## config.mk

```make
export PLATFORM = sky130hd
export DESIGN_NAME = mbx_dual
export DESIGN_NICKNAME = d
export VERILOG_FILES = /design/src/rtl/mbx_pkg.sv /design/src/rtl/mbx_lane.sv /design/src/rtl/mbx_port.sv /design/src/rtl/mbx_dual.sv
export SDC_FILE = /design/constraint.sdc
export NUM_CORES = 1
export LEC_CHECK = 0
export BUFFER_PORTS_ARGS = -buffer_cell sky130_fd_sc_hd__buf_4
export CAP_MARGIN = 0
export CORE_ASPECT_RATIO = 0.9
export CORE_MARGIN = 2
export CORE_UTILIZATION = 40
export CTS_BUF_LIST = sky130_fd_sc_hd__clkbuf_4
export CTS_CLUSTER_SIZE = 10
export DETAILED_ROUTE_END_ITERATION = 7
export GPL_TIMING_DRIVEN = 1
export PLACE_DENSITY_LB_ADDON = 0.08
export RECOVER_POWER = 100
export SYNTH_ARGS = -nofsm -noshare
export SYNTH_HDL_FRONTEND = slang
export SYNTH_HIERARCHICAL = 1
export SYNTH_SLANG_ARGS = --single-unit
```

## constraint.sdc

```tcl
create_clock -name clk -period 1.88 [get_ports clk]
set_input_delay 0.282 -clock clk [delete_from_list [all_inputs] [get_ports clk]]
set_output_delay 0.282 -clock clk [all_outputs]
set_load 0.005 [all_outputs]
```

## src/rtl/mbx_pkg.sv

```systemverilog
package mbx_pkg;

    // Per-lane occupancy state, one machine per lane and direction
    typedef enum logic {
        LANE_EMPTY = 1'b0,
        LANE_FULL  = 1'b1
    } lane_state_e;

endpackage

```

## src/rtl/mbx_lane.sv

```systemverilog
module mbx_lane
    import mbx_pkg::*;
#(
    parameter int DATA_W = 32
) (
    input  logic              clk,
    input  logic              rst_n,
    input  logic              push,
    input  logic [DATA_W-1:0] push_data,
    input  logic              pop,
    output logic              full,
    output logic [DATA_W-1:0] data
);

    lane_state_e state_q;
    lane_state_e state_d;
    logic [DATA_W-1:0] data_q;

    // State register
    always_ff @(posedge clk) begin
        if (!rst_n) begin
            state_q <= LANE_EMPTY;
        end else begin
            state_q <= state_d;
        end
    end

    // Transitions: a push always wins over a pop in the same cycle
    always_comb begin
        state_d = state_q;
        unique case (state_q)
            LANE_EMPTY: if (push) state_d = LANE_FULL;
            LANE_FULL: begin
                if (push)     state_d = LANE_FULL;
                else if (pop) state_d = LANE_EMPTY;
            end
            default: state_d = LANE_EMPTY;
        endcase
    end

    // Payload holds the most recent pushed word
    always_ff @(posedge clk) begin
        if (!rst_n) begin
            data_q <= '0;
        end else if (push) begin
            data_q <= push_data;
        end
    end

    // Outputs
    always_comb begin
        full = (state_q == LANE_FULL);
        data = data_q;
    end

endmodule

```

## src/rtl/mbx_port.sv

```systemverilog
module mbx_port #(
    parameter int DATA_W = 32,
    parameter int LANES  = 4,
    parameter int ADDR_W = 4
) (
    input  logic                         clk,
    input  logic                         rst_n,
    input  logic [ADDR_W-1:0]            addr,
    input  logic [DATA_W-1:0]            wdata,
    input  logic                         we,
    input  logic                         re,
    output logic [DATA_W-1:0]            rdata,
    output logic                         irq,
    // outgoing lanes
    output logic [LANES-1:0]             tx_push,
    output logic [DATA_W-1:0]            tx_word,
    input  logic [LANES-1:0]             tx_full,
    // incoming lanes
    output logic [LANES-1:0]             rx_pop,
    input  logic [LANES-1:0]             rx_full,
    input  logic [LANES-1:0][DATA_W-1:0] rx_data,
    // doorbells
    output logic [LANES-1:0]             bell_out,
    input  logic [LANES-1:0]             bell_in
);

    localparam int IDX_W  = $clog2(LANES);
    localparam int CTRL_W = 3 * LANES;
    localparam logic [ADDR_W-1:0] STAT_ADDR = ADDR_W'(LANES);
    localparam logic [ADDR_W-1:0] CTRL_ADDR = ADDR_W'(LANES + 1);
    localparam logic [ADDR_W-1:0] BELL_ADDR = ADDR_W'(LANES + 2);

    logic [CTRL_W-1:0] ctrl_q;
    logic [LANES-1:0]  pend_q;
    logic [LANES-1:0]  pend_clr;
    logic [LANES-1:0]  rx_en;
    logic [LANES-1:0]  tx_en;
    logic [LANES-1:0]  bell_en;
    logic [LANES-1:0]  tx_empty;
    logic              lane_sel;
    logic              irq_q;
    logic              irq_d;

    assign lane_sel = (addr < STAT_ADDR);
    assign tx_empty = ~tx_full;
    assign rx_en    = ctrl_q[LANES-1:0];
    assign tx_en    = ctrl_q[2*LANES-1:LANES];
    assign bell_en  = ctrl_q[3*LANES-1:2*LANES];
    assign tx_word  = wdata;

    // Lane strobes
    for (genvar n = 0; n < LANES; n++) begin : g_strobe
        assign tx_push[n] = we && (addr == ADDR_W'(n));
        assign rx_pop[n]  = re && (addr == ADDR_W'(n));
    end

    assign bell_out = (we && addr == BELL_ADDR) ? wdata[LANES-1:0] : '0;
    assign pend_clr = (we && addr == STAT_ADDR) ? wdata[3*LANES-1:2*LANES] : '0;

    // Control register
    always_ff @(posedge clk) begin
        if (!rst_n) begin
            ctrl_q <= '0;
        end else if (we && addr == CTRL_ADDR) begin
            ctrl_q <= wdata[CTRL_W-1:0];
        end
    end

    // Doorbell pending flags: a set from the far side wins over a clear
    always_ff @(posedge clk) begin
        if (!rst_n) begin
            pend_q <= '0;
        end else begin
            pend_q <= (pend_q & ~pend_clr) | bell_in;
        end
    end

    // Read mux
    always_comb begin
        rdata = '0;
        if (lane_sel) begin
            rdata = rx_data[addr[IDX_W-1:0]];
        end else if (addr == STAT_ADDR) begin
            rdata[CTRL_W-1:0] = {pend_q, tx_empty, rx_full};
        end else if (addr == CTRL_ADDR) begin
            rdata[CTRL_W-1:0] = ctrl_q;
        end
    end

    // Registered interrupt
    always_comb begin
        irq_d = |(rx_full & rx_en) | |(tx_empty & tx_en) | |(pend_q & bell_en);
    end

    always_ff @(posedge clk) begin
        if (!rst_n) begin
            irq_q <= 1'b0;
        end else begin
            irq_q <= irq_d;
        end
    end

    assign irq = irq_q;

endmodule

```

## src/rtl/mbx_dual.sv

```systemverilog
module mbx_dual #(
    parameter int DATA_W = 32,
    parameter int LANES  = 4,
    parameter int ADDR_W = 4
) (
    input  logic              clk,
    input  logic              rst_n,
    input  logic [ADDR_W-1:0] a_addr,
    input  logic [DATA_W-1:0] a_wdata,
    input  logic              a_we,
    input  logic              a_re,
    output logic [DATA_W-1:0] a_rdata,
    output logic              a_irq,
    input  logic [ADDR_W-1:0] b_addr,
    input  logic [DATA_W-1:0] b_wdata,
    input  logic              b_we,
    input  logic              b_re,
    output logic [DATA_W-1:0] b_rdata,
    output logic              b_irq
);

    logic [LANES-1:0]             a_push;
    logic [LANES-1:0]             b_push;
    logic [LANES-1:0]             a_pop;
    logic [LANES-1:0]             b_pop;
    logic [DATA_W-1:0]            a_word;
    logic [DATA_W-1:0]            b_word;
    logic [LANES-1:0]             a2b_full;
    logic [LANES-1:0]             b2a_full;
    logic [LANES-1:0][DATA_W-1:0] a2b_data;
    logic [LANES-1:0][DATA_W-1:0] b2a_data;
    logic [LANES-1:0]             a_bell;
    logic [LANES-1:0]             b_bell;

    for (genvar n = 0; n < LANES; n++) begin : g_lane
        mbx_lane #(.DATA_W(DATA_W)) u_a2b (
            .clk       (clk),
            .rst_n     (rst_n),
            .push      (a_push[n]),
            .push_data (a_word),
            .pop       (b_pop[n]),
            .full      (a2b_full[n]),
            .data      (a2b_data[n])
        );
        mbx_lane #(.DATA_W(DATA_W)) u_b2a (
            .clk       (clk),
            .rst_n     (rst_n),
            .push      (b_push[n]),
            .push_data (b_word),
            .pop       (a_pop[n]),
            .full      (b2a_full[n]),
            .data      (b2a_data[n])
        );
    end

    mbx_port #(.DATA_W(DATA_W), .LANES(LANES), .ADDR_W(ADDR_W)) u_port_a (
        .clk      (clk),
        .rst_n    (rst_n),
        .addr     (a_addr),
        .wdata    (a_wdata),
        .we       (a_we),
        .re       (a_re),
        .rdata    (a_rdata),
        .irq      (a_irq),
        .tx_push  (a_push),
        .tx_word  (a_word),
        .tx_full  (a2b_full),
        .rx_pop   (a_pop),
        .rx_full  (b2a_full),
        .rx_data  (b2a_data),
        .bell_out (a_bell),
        .bell_in  (b_bell)
    );

    mbx_port #(.DATA_W(DATA_W), .LANES(LANES), .ADDR_W(ADDR_W)) u_port_b (
        .clk      (clk),
        .rst_n    (rst_n),
        .addr     (b_addr),
        .wdata    (b_wdata),
        .we       (b_we),
        .re       (b_re),
        .rdata    (b_rdata),
        .irq      (b_irq),
        .tx_push  (b_push),
        .tx_word  (b_word),
        .tx_full  (b2a_full),
        .rx_pop   (b_pop),
        .rx_full  (a2b_full),
        .rx_data  (a2b_data),
        .bell_out (b_bell),
        .bell_in  (a_bell)
    );

endmodule

```

==> metrics <==
Seq/Total Area, Yosys 0.404; critical path capture point type primary output; max-slew violations 0; layout cells sized above 1 0.327; remaining global-route overflow 0; Peak VDD IR 0.352 mV; Final setup viols 226; Final ANT Viol Nets 0; clock skew 0.0261 ns; Via Count 10.2k; GRT Overall Usage 0.202; drt pass-1 iters 5; post-route setup slack -0.228 ns; clock power share 0.445; final core occ 0.489; Setup CP Type reg -> out; Nets 1613; CP startpoint g_lane[3].u_a2b/data[8]; FF/Latch Area 6050 um2; Post-DP HPWL 25400 um; reg2reg start g_lane[0].u_b2a/full; Layout Area Growth over Synthesis 20.2%; Core Box Area 36300 um2; total negative slack -15.89 ns; hold crit path type in -> reg; worst rel slew slack 0.388; I/O Pins 144; hold slack 0.132 ns; Synth warnings 6; Residual DRC 0; fillers 3461; internal power 10.4 mW; status finished, violations left; largest net degree at the start of global routing 39; Leak Pwr 6.19 nW; PortBufs 143; Vias per Instance 4.95; max_cap viols 0; Synth cell types 32; largest fanout on the critical path 2; final period demand of the worst path 2.11 ns; Post-Synthesis Cells 1338; # rows 66; Peak Freq 474 MHz; average size of a mapped cell 11.0 um2; Yosys reg bits 298; total number of H-tree levels 3; Switch Pwr 3.38 mW; die area 38500 um2; Final Cycle Share 1.12; failing checks negative setup slack; DRT Wirelength 38600 um; pwr/cell area 778 nW/um2; Critical Path RT 1.60 ns; DR WL/cell 18.7 um; Reg clk slew, reported paths 0.06 ns; combinational share of power 0.088; unrepaired setup endpoints after global routing yes; Startpoint Class flip-flop; dpl ws -0.0913 ns; Hold Crit Start a_re; area of the multi-input gates 7490 um2; initial antenna violation count 2; Sw Share 0.245; CTS tree yes; Cell Area, Placed 15800 um2; syn_nets 1416; final hold vios 0; clock root cell clkbuf_4; Num CTS Buffers 83; # clock sinks 298; Slew @ Worst Pin 0.917 ns; DIE WIDTH 206 um; Worst Path Arrival 1.83 ns; DRT iter0 DRCs 498; cell area after synthesis 14800 um2; Die Y 186 um; clk_lat worst skew 0.71 ns; sequential power share 0.468; clk buf depth 3; final RePlAce weighted congestion 0.799; Finished Cell Area 17700 um2; global-route wire length before repair 60100 um; vias in the first global route 10.4k; initial core utilization 0.407
placed cells by master, fill, tap and decap left out, types with 4 or more instances in the layout:
master,synthesis,final
buf_12,28,16
a21oi_1,22,22
o21ai_0,26,24
nor2b_1,264,264
a31oi_1,10,10
a221oi_1,6,6
nor2_4,0,4
mux2i_1,272,272
o21ai_2,0,12
buf_6,14,24
dfxtp_1,298,230
a21boi_0,4,7
o21ai_1,22,9
a22o_1,6,6
clkbuf_1,36,5
nand2b_1,4,4
nor3_1,4,4
dfxtp_2,0,68
clkinv_1,0,11
and2_1,48,24
nand3_1,24,24
mux4_2,56,63
nor2_1,26,20
clkbuf_4,0,130
nand2_2,0,11
o21a_1,16,16
inv_1,18,18
nand2_1,30,16
clkbuf_2,2,6
and2_4,0,21
dlygate4sd3_1,0,65
buf_4,66,150
area by class of cell:
| class | instances | area share |
|---|---|---|
| diodes | 1 | 0.000141 |
| clock buffers | 125 | 0.0529 |
| clock inverters | 15 | 0.00762 |
| inverters | 18 | 0.00381 |
| multi-input cells | 862 | 0.422 |
| flip-flops and latches | 298 | 0.341 |
| well taps | 476 | 0.0336 |
| repair buffers | 272 | 0.139 |
kinds of logic (layout without fill, tap and decap cells):
logic type	after synthesis	in the layout	synth area share
buffers and inverters	178	430	0.101
AOI/OAI and AO/OA	118	118	0.0483
other	0	1	0
and+or+nand+nor	408	408	0.162
muxes	336	336	0.284
DFF	298	298	0.404
power by group through the flow:
| stage | Clock [mW] | Combinational [mW] | Sequential (mW) |
|---|---|---|---|
| floorplan | 0 | 0.769 | 6.57 |
| global placement | 0 | 1.10 | 6.59 |
| detailed placement | 0 | 1.11 | 6.59 |
| CTS | 6.39 | 1.23 | 6.45 |
| global route | 6.73 | 1.30 | 6.45 |
| finish | 6.14 | 1.21 | 6.45 |
worst max-delay path, cell delays in order (launching register included):
cell and delay (ns):
dfxtp_2 0.32, mux4_2 0.48, nand2_2 0.09, o21ai_2 0.07, buf_4 0.15
routing by layer:
layer	track usage	wire, um
met1	0.289	19000
met2	0.306	17000
met3	0.0413	1910
met4	0.0611	605
met5	0	16
through the flow:
stage / power (mW) / instances
after floorplan: 7.34 / 1338
after global placement: 7.69 / 1858
after detailed placement: 7.69 / 1858
after CTS: 14.1 / 2064
after global routing: 14.5 / 2067
final: 13.8 / 2067
what timing repair did:
| item | CTS | global route |
|---|---|---|
| setup endpoints to repair | 64 | 64 |
| hold buffers | 65 | 0 |
| buffers inserted | 1 | 2 |
| pin swaps | 36 | 6 |
| hold endpoints to repair | 290 | 0 |
| resized for setup | 109 | 48 |
sequential cells by signal, summed over array words and instances, names as in the netlist:
register,count
g_lane.u_b2a/full,4
u_port_a/ctrl_q,12
u_port_b/pend_q,4
u_port_b/irq,1
g_lane.u_a2b/full,4
u_port_a/irq,1
u_port_b/ctrl_q,12
g_lane.u_b2a/data,128
u_port_a/pend_q,4
g_lane.u_a2b/data,128
final timing paths:
kind	end	slack [ns]	cells past startpoint
setup / recovery	b_rdata[8]	-0.23	4
hold / removal	g_lane[2].u_b2a/full	0.13	5
setup reg to reg	u_port_a/irq	0.66	3
hold reg to reg	u_port_a/ctrl_q[9]	0.50	2
synthesized netlist by cell type:
cell type | n | area, um2
nand3b_1 | 2 | 15.0
clkbuf_1 | 36 | 135
mux4_2 | 56 | 1260
and2_1 | 48 | 300
nor3_1 | 4 | 20.0
a21boi_1 | 6 | 45.0
or3b_2 | 2 | 17.5
nand3_1 | 24 | 120
mux4_1 | 8 | 210
a21oi_1 | 22 | 110
a22o_1 | 6 | 52.6
inv_1 | 18 | 67.6
buf_1 | 2 | 7.51
o21a_1 | 16 | 120
nand2_1 | 30 | 113
o21ai_1 | 22 | 110
buf_2 | 12 | 60.1
buf_12 | 28 | 561
nor2b_1 | 264 | 1650
buf_4 | 66 | 495
a31oi_1 | 10 | 62.6
and3b_1 | 2 | 17.5
mux2i_1 | 272 | 2720
o21ai_0 | 26 | 130
buf_6 | 14 | 158
a221oi_1 | 6 | 52.6
and2b_1 | 2 | 15.0
nor2_1 | 26 | 97.6
clkbuf_2 | 2 | 10.0
a21boi_0 | 4 | 30.0
dfxtp_1 | 298 | 5970
nand2b_1 | 4 | 25.0
No activity file was read; power rests on OpenSTA's default activity.
